**src/rtl/spi_port.sv**
```systemverilog
module spi_port #(
  parameter int DATA_W = 8
) (
  input  logic              clk,
  input  logic              rst_n,
  input  logic [3:0]        mode_i,
  input  logic              cke_i,
  input  logic              smp_i,
  input  logic              cyc_i,
  input  logic              tmr_i,
  input  logic              wr_en_i,
  input  logic [DATA_W-1:0] wr_data_i,
  input  logic              rd_ack_i,
  input  logic              flag_clr_i,
  output logic [DATA_W-1:0] rx_data_o,
  output logic              full_o,
  output logic              wcol_o,
  output logic              ovfl_o,
  output logic              cfg_err_o,
  output logic              sck_o,
  output logic              sck_oe_o,
  input  logic              sck_i,
  input  logic              sdi_i,
  output logic              sdo_o,
  output logic              sdo_oe_o,
  input  logic              ssel_n_i,
  input  logic              dir_wr_i,
  input  logic              dir_wdata_i,
  output logic              dir_rd_o,
  output logic              sdo_drive_o
);
  localparam int CNT_W = $clog2(DATA_W);
  localparam int EDGES = 2 * DATA_W;
  localparam int TK_W  = $clog2(EDGES + 2);

  logic              is_master, is_slave, ss_en, periph_oe;
  logic [4:0]        half_m1, pre_q;
  logic              run_q, pend_q, sck_q, sdo_q, dir_q;
  logic [TK_W-1:0]   tk_q, tk_n, last_tk;
  logic              half_tick, m_edge, m_rise, m_fall, m_mid, m_shout, m_samp;
  logic [2:0]        sck_sy;
  logic [1:0]        sdi_sy, ss_sy;
  logic              s_act, s_rise, s_fall, s_samp, s_shout, ss_rst;
  logic              ev_samp, ev_shout, sin, busy, load, done;
  logic [CNT_W-1:0]  cnt_q;
  logic [DATA_W-1:0] sr_q, sr_next, rx_q;
  logic              full_q, wcol_q, ovfl_q;

  assign is_master = (mode_i[3:2] == 2'b00);
  assign is_slave  = (mode_i == 4'b0100) || (mode_i == 4'b0101);
  assign ss_en     = (mode_i == 4'b0100);
  assign cfg_err_o = (mode_i == 4'b0101) && cke_i;
  assign periph_oe = is_master || (is_slave && !(ss_en && ssel_n_i));

  always_comb begin
    case (mode_i[1:0])
      2'b00:   half_m1 = 5'd1;
      2'b01:   half_m1 = 5'd7;
      default: half_m1 = 5'd31;
    endcase
  end

  assign half_tick = run_q && ((mode_i == 4'b0011) ? tmr_i : (cyc_i && pre_q == half_m1));
  assign tk_n      = tk_q + 1'b1;
  assign last_tk   = (smp_i && !cke_i) ? TK_W'(EDGES + 1) : TK_W'(EDGES);
  assign m_edge    = half_tick && (tk_n <= TK_W'(EDGES));
  assign m_rise    = m_edge && tk_n[0];
  assign m_fall    = m_edge && !tk_n[0];
  assign m_mid     = cke_i ? m_rise : m_fall;
  assign m_shout   = cke_i ? m_fall : m_rise;
  assign m_samp    = smp_i ? (half_tick && pend_q) : m_mid;

  assign s_rise  = sck_sy[1] && !sck_sy[2];
  assign s_fall  = !sck_sy[1] && sck_sy[2];
  assign ss_rst  = ss_en && ss_sy[1];
  assign s_act   = is_slave && !ss_rst && !cfg_err_o;
  assign s_samp  = s_act && (cke_i ? s_rise : s_fall);
  assign s_shout = s_act && (cke_i ? s_fall : s_rise);

  assign ev_samp  = is_master ? m_samp  : s_samp;
  assign ev_shout = is_master ? m_shout : s_shout;
  assign sin      = is_master ? sdi_i : sdi_sy[1];
  assign busy     = is_master ? run_q : (cnt_q != '0);
  assign load     = wr_en_i && !busy && (is_master || is_slave);
  assign done     = ev_samp && (cnt_q == CNT_W'(DATA_W - 1));
  assign sr_next  = {sr_q[DATA_W-2:0], sin};

  always_ff @(posedge clk or negedge rst_n) begin
    if (!rst_n) begin
      sck_sy <= '0;
      sdi_sy <= '0;
      ss_sy  <= 2'b11;
    end else begin
      sck_sy <= {sck_sy[1:0], sck_i};
      sdi_sy <= {sdi_sy[0], sdi_i};
      ss_sy  <= {ss_sy[0], ssel_n_i};
    end
  end

  always_ff @(posedge clk or negedge rst_n) begin
    if (!rst_n) begin
      run_q  <= 1'b0;
      pend_q <= 1'b0;
      sck_q  <= 1'b0;
      tk_q   <= '0;
      pre_q  <= '0;
    end else if (load && is_master) begin
      run_q  <= 1'b1;
      pend_q <= 1'b0;
      sck_q  <= 1'b0;
      tk_q   <= '0;
      pre_q  <= '0;
    end else if (run_q) begin
      if (cyc_i) pre_q <= (pre_q == half_m1) ? 5'd0 : pre_q + 5'd1;
      if (half_tick) begin
        tk_q   <= tk_n;
        pend_q <= m_mid;
        if (m_edge) sck_q <= ~sck_q;
        if (tk_n == last_tk) run_q <= 1'b0;
      end
    end
  end

  always_ff @(posedge clk or negedge rst_n) begin
    if (!rst_n) begin
      sr_q  <= '0;
      sdo_q <= 1'b0;
      cnt_q <= '0;
    end else if (load) begin
      sr_q  <= wr_data_i;
      sdo_q <= wr_data_i[DATA_W-1];
      cnt_q <= '0;
    end else begin
      if (ev_samp) begin
        sr_q  <= sr_next;
        cnt_q <= done ? '0 : cnt_q + 1'b1;
      end
      if (ev_shout) sdo_q <= ev_samp ? sr_q[DATA_W-2] : sr_q[DATA_W-1];
      if (ss_rst || cfg_err_o) cnt_q <= '0;
    end
  end

  always_ff @(posedge clk or negedge rst_n) begin
    if (!rst_n) begin
      rx_q   <= '0;
      full_q <= 1'b0;
      wcol_q <= 1'b0;
      ovfl_q <= 1'b0;
      dir_q  <= 1'b1;
    end else begin
      if (done && !full_q) begin
        rx_q   <= sr_next;
        full_q <= 1'b1;
      end else if (rd_ack_i) full_q <= 1'b0;
      if (done && full_q) ovfl_q <= 1'b1;
      else if (flag_clr_i) ovfl_q <= 1'b0;
      if (wr_en_i && busy) wcol_q <= 1'b1;
      else if (flag_clr_i) wcol_q <= 1'b0;
      if (dir_wr_i) dir_q <= dir_wdata_i;
    end
  end

  assign rx_data_o   = rx_q;
  assign full_o      = full_q;
  assign wcol_o      = wcol_q;
  assign ovfl_o      = ovfl_q;
  assign sck_o       = sck_q;
  assign sck_oe_o    = is_master;
  assign sdo_o       = sdo_q;
  assign sdo_oe_o    = periph_oe;
  assign dir_rd_o    = dir_q | ~periph_oe;
  assign sdo_drive_o = periph_oe & ~dir_q;

  a_r3_idle_clock_low: assert property (@(posedge clk) disable iff (!rst_n)
    !run_q |-> !sck_o);
  a_r6_collision_flagged: assert property (@(posedge clk) disable iff (!rst_n)
    (wr_en_i && busy) |=> wcol_o);
  a_r7_overflow_keeps_data: assert property (@(posedge clk) disable iff (!rst_n)
    $rose(ovfl_o) |-> $stable(rx_data_o));
  a_r9_select_clears_count: assert property (@(posedge clk) disable iff (!rst_n)
    ss_rst |=> (cnt_q == '0));
  a_r10_readback_forced: assert property (@(posedge clk) disable iff (!rst_n)
    (ss_en && ssel_n_i) |-> (dir_rd_o && !sdo_drive_o));
endmodule

```
**config.mk**
```make
export PLATFORM = sky130hd
export DESIGN_NAME = spi_port
export DESIGN_NICKNAME = d
export VERILOG_FILES = /design/src/rtl/spi_port.sv
export SDC_FILE = /design/constraint.sdc
export NUM_CORES = 1
export LEC_CHECK = 0
export BUFFER_PORTS_ARGS = -buffer_cell sky130_fd_sc_hd__buf_2
export CAP_MARGIN = 20
export CORE_ASPECT_RATIO = 1.25
export CORE_MARGIN = 2
export CORE_UTILIZATION = 45
export CTS_CLUSTER_SIZE = 28
export DETAILED_ROUTE_END_ITERATION = 7
export PLACE_DENSITY = 0.67
export SLEW_MARGIN = 20
export SYNTH_ARGS = -nofsm -noshare
export SYNTH_HDL_FRONTEND = slang
export SYNTH_SLANG_ARGS = --single-unit
```
**constraint.sdc**
```tcl
create_clock -name clk -period 3.5 [get_ports clk]
set_input_delay 0.525 -clock clk [delete_from_list [all_inputs] [get_ports clk]]
set_output_delay 0.525 -clock clk [all_outputs]
set_load 0.05 [all_outputs]
```
==> results.md <==
Pwr:
- Across the VDD grid, the largest voltage drop is between 0.2 and 0.25 mV.
- The clock network burns between 20% and 30% of the power.
- The power density over the cells is 532.3 nW/um^2.
- The portion of total power attributed to combinational logic is between 20 and 30%.
- Sequential cells burn a little under half of the power.
- The reported net switching power is approximately 0.48 mW.
- Cell internal power was estimated by the tool at 0.9712 mW.
- The static power due to leakage is between 1 and 1.5 nW.
- The switching power share of the total is 32.89%.

Clock network:
- After clock tree synthesis, the setup repair step added 0 buffers.
- The hold buffer count at cts is 0.
- The CTS tree is built.
- The number of clock buffers added by TritonCTS is 5.
- Once the clock tree was built, the resizer swapped 0 gates to a different size.
- The root cell of the clock tree is clkbuf_8.
- The total clock sinks is 44.
- The maximum root-to-sink buffer count is 2.
- The clock input transition at the sequential cells of the worst setup and hold paths is ~0.09 ns.
- The clock tree synthesis step divided the H-tree into 2 levels.
- The clock reaches the later pin of the worst-skew pair after between 0.2 and 0.3 ns.

Critical path:
- The kind of end point of the critical path is a flop.
- For the worst setup path, the data arrival time is ~2.8 ns.
- The number of buffers and inverters on the critical path is 0.
- In this design, the stage delay of the slowest critical-path cell is between 0.5 and 0.6 ns.
- The slowest stage cell on the critical path is or4_4.
- In this design, the largest share of critical-path delay is due to compound AO/OA/AOI/OAI gates.
- Traced cell by cell, the critical path runs through or4_4 > a221oi_4 > a32oi_2 > o21ai_4 > mux2_1 > mux2_2.
- In this run the worst path has a maximum fanout of 13.
- The worst setup path category is reg2reg.
- The endpoint required time on the critical path is between 3 and 4 ns.
- The kind of start point of the critical path is a flop.

Finish:
- The share of final-layout standard cells stronger than drive strength 1 is between 30% and 40%.
- The layout has ~460 filler cells.
- Compared with the post-synthesis result, the final layout area differs by 17.59%.
- Summing all multi-input logic gate instances after layout gives around 1100 sq um.
- The final layout net count is ~280.
- The repair_antennas step left the layout with diodes totalling 0.
- Across the whole layout, storage elements account for 1105 sq um.

Die:
- The die span in x is 68.12 microns.
- The core footprint is between 5000 and 6000 sq um.
- between 40 and 50 I/O pins were placed.
- The die covers between 5000 and 6000 sq um.
- The total number of placement rows is 29.
- From bottom edge to top edge, the die measures around 84 microns.
- For this configuration, the core starts out at a cell density of a little under half.

Synth:
- The number of nets in the synthesized netlist is 237.
- Yosys mapped a number of flops with a built-in enable equal to 0.
- Yosys printed 0 warnings.
- The synthesized design contains 44 register bits.
- In this run the mean area of a mapped cell was ~11 sq um.
- The count of cell types in the netlist is 53.
- Synthesis handed over a netlist of approximately 210 instances.
- The most frequently used flop master after synthesis is dfrtp_1.
- The post-synthesis cell area is approximately 2300 sq um.
- The async set or reset register ratio after synthesis is between 90% and 100%.
- The share of the Yosys chip area taken by registers is around 48%.

Global routing:
- The number of global-route vias before repair is 1,589.
- The total global routing overflow is 0.
- The first-pass GRT wire length is 7.031 mm.
- Entering global routing, the biggest net connects 45 pins.
- For this run, the total global-route usage over all layers was measured as 16.15%.
- The initial antenna violation count is 0.

Place:
- The number of input and output port buffers inserted is 43.
- The estimated wirelength of the detail-placed design is roughly 3.3 mm.
- The pre-CTS setup slack is between 0.6 and 0.7 ns.
- At the end of routability-driven placement, the weighted congestion stood at between 0.8 and 0.9.

Job:
- The number of max-cap violations is 0.

Timing:
- The count of final max-slew check failures is 0.
- The number of failing hold endpoints at the final stage was 0.
- The worst relative slew slack is around three fifths.
- Setup repair after global routing left no endpoint under its margin.
- For the final routed database, the setup TNS stands at 0 ns.
- The slew at the pin closest to its max-slew limit is 0.6034 ns.
- The final setup slack of the worst path is between 0.8 and 0.9 ns.
- The post-route minimum period is 2.655 ns.
- Dividing the final minimum period by the clock period gives roughly three quarters.
- The number of setup violations in the final report is 0.
- Across the routed clock network, the largest skew measured is between 0.008 and 0.009 ns.
- Static timing analysis puts the maximum clock frequency at 376.6 MHz.
- The worst hold margin is 0.2188 ns.

Routing:
- For this run, design rule violations remaining after detail routing come to 0.
- After detailed routing, the average wire length per cell comes to roughly 14 microns.
- The number of search-and-repair iterations in the first detailed-routing pass is 4.
- Detailed routing inserted a total of 1,673 vias.
- The detailed router finished its first iteration with about 70 violations.
- After detailed routing, the number of vias per cell comes to approximately 5.3.
- The count of antenna-violating nets left after detailed routing is 0.
- The final wirelength is 4.384 mm.

Min path:
- The class of the worst hold path is in2async.

Status:
- The run finished with clean final reports.
flip-flops by register name, summed over array words and instances (netlist names):
signal / flops
full_o: 1
cnt_q: 3
run_q: 1
wcol_o: 1
ss_sy: 2
sck_o: 1
sck_sy: 3
sdi_sy: 2
dir_q: 1
rx_data_o: 8
pre_q: 5
pend_q: 1
sdo_o: 1
ovfl_o: 1
sr_q: 8
tk_q: 5
synth_stat cells, types with 2 or more instances:
master | n | share of area, %
mux2i_1 | 9 | 3.9
nand2b_1 | 8 | 2.2
o21ai_0 | 12 | 2.6
inv_1 | 10 | 1.6
clkbuf_1 | 4 | 0.65
nand3b_1 | 2 | 0.65
nand2_1 | 9 | 1.5
o211ai_1 | 2 | 0.65
ha_1 | 5 | 2.7
o31ai_1 | 2 | 0.65
nor4_1 | 2 | 0.54
o22ai_1 | 2 | 0.54
a21o_1 | 3 | 0.97
buf_6 | 2 | 0.97
nor2b_1 | 6 | 1.6
mux2_2 | 3 | 1.5
xor2_1 | 2 | 0.76
nor2_1 | 12 | 1.9
dfrtp_1 | 41 | 44
mux2_4 | 11 | 7.1
a21oi_1 | 10 | 2.2
xnor2_1 | 4 | 1.5
dfstp_2 | 3 | 3.4
or2_2 | 2 | 0.54
and3_1 | 3 | 0.81
nor3b_1 | 2 | 0.65
nand3_1 | 7 | 1.5
o32ai_1 | 2 | 0.76
a21boi_0 | 2 | 0.65
logic make-up (layout without fill, tap and decap cells):
logic type,Yosys count,count (layout),synth area share [%]
DFF,44,44,47.78
AOI/OAI and AO/OA,46,46,14.12
xor gates and xnor gates,6,6,2.273
adders and majority gates,5,5,2.706
buffers and inverters,16,63,3.247
muxes,24,24,12.99
and+or+nand+nor,65,65,16.88
stage by stage:
stage          cell area (sq um)  std cells  power, mW  utilization (%)
5_1_grt                     2719        315      1.533            54.30
2_1_floorplan               2312        206     0.9554                -
3_3_place_gp                2575        306      1.050            51.42
4_1_cts                     2691        314      1.455            53.75
3_5_place_dp                2575        306      1.057            51.42
6_report                    2719        315      1.447            54.30
metal layers:
| layer | up-vias | track usage [%] | wire [microns] |
|---|---|---|---|
| met4 | 0 | 5.091 | 48 |
| met1 | 805 | 21.35 | 2029 |
| met2 | 31 | 26.21 | 2138 |
| met5 | - | 0 | 0 |
| li1 | 832 | - | - |
| met3 | 5 | 3.351 | 168 |
power by group through the flow:
stage | clock network (mW) | registers [mW] | logic [mW]
2_1_floorplan | 0 | 0.715 | 0.241
3_3_place_gp | 0 | 0.696 | 0.354
3_5_place_dp | 0 | 0.696 | 0.361
4_1_cts | 0.406 | 0.687 | 0.362
5_1_grt | 0.429 | 0.701 | 0.403
6_report | 0.396 | 0.688 | 0.363
cell type report:
type,instances,area share (%)
Multi-Input combinational cell,146,41.65
Sequential cell,44,40.64
Timing Repair Buffer,45,9.204
Tap cell,62,2.853
Clock buffer,5,2.531
Clock inverter,3,1.749
Inverter,10,1.381
final timing paths:
kind / endpoint / cells after the start / startpoint / slack, ns
worst min-delay path: sr_q[7] / 1 / rst_n / 0.22
worst min register to register: sck_sy[1] / 0 / sck_sy[0] / 0.35
worst max-delay path: sr_q[0] / 6 / pre_q[1] / 0.84
max in group asynchronous: ss_sy[0] / 2 / rst_n / 2.71
worst max register to register: sr_q[0] / 6 / pre_q[1] / 0.84
min in group clk: ss_sy[0] / 1 / ssel_n_i / 0.34
cells in the final DEF (no fill, tap or decap), types with 3 or more instances in the layout:
master,Yosys,final
mux2_4,11,11
and3_1,3,3
clkbuf_8,0,5
nor2b_1,6,6
a21oi_1,10,10
nand2b_1,8,8
nand3_1,7,7
dfstp_2,3,3
nor2_1,12,12
mux2i_1,9,9
dfrtp_1,41,41
buf_2,0,43
a21o_1,3,3
xnor2_1,4,4
inv_1,10,10
mux2_2,3,3
o21ai_0,12,12
nand2_1,9,9
ha_1,5,5
(Power assumes the default switching activity.)
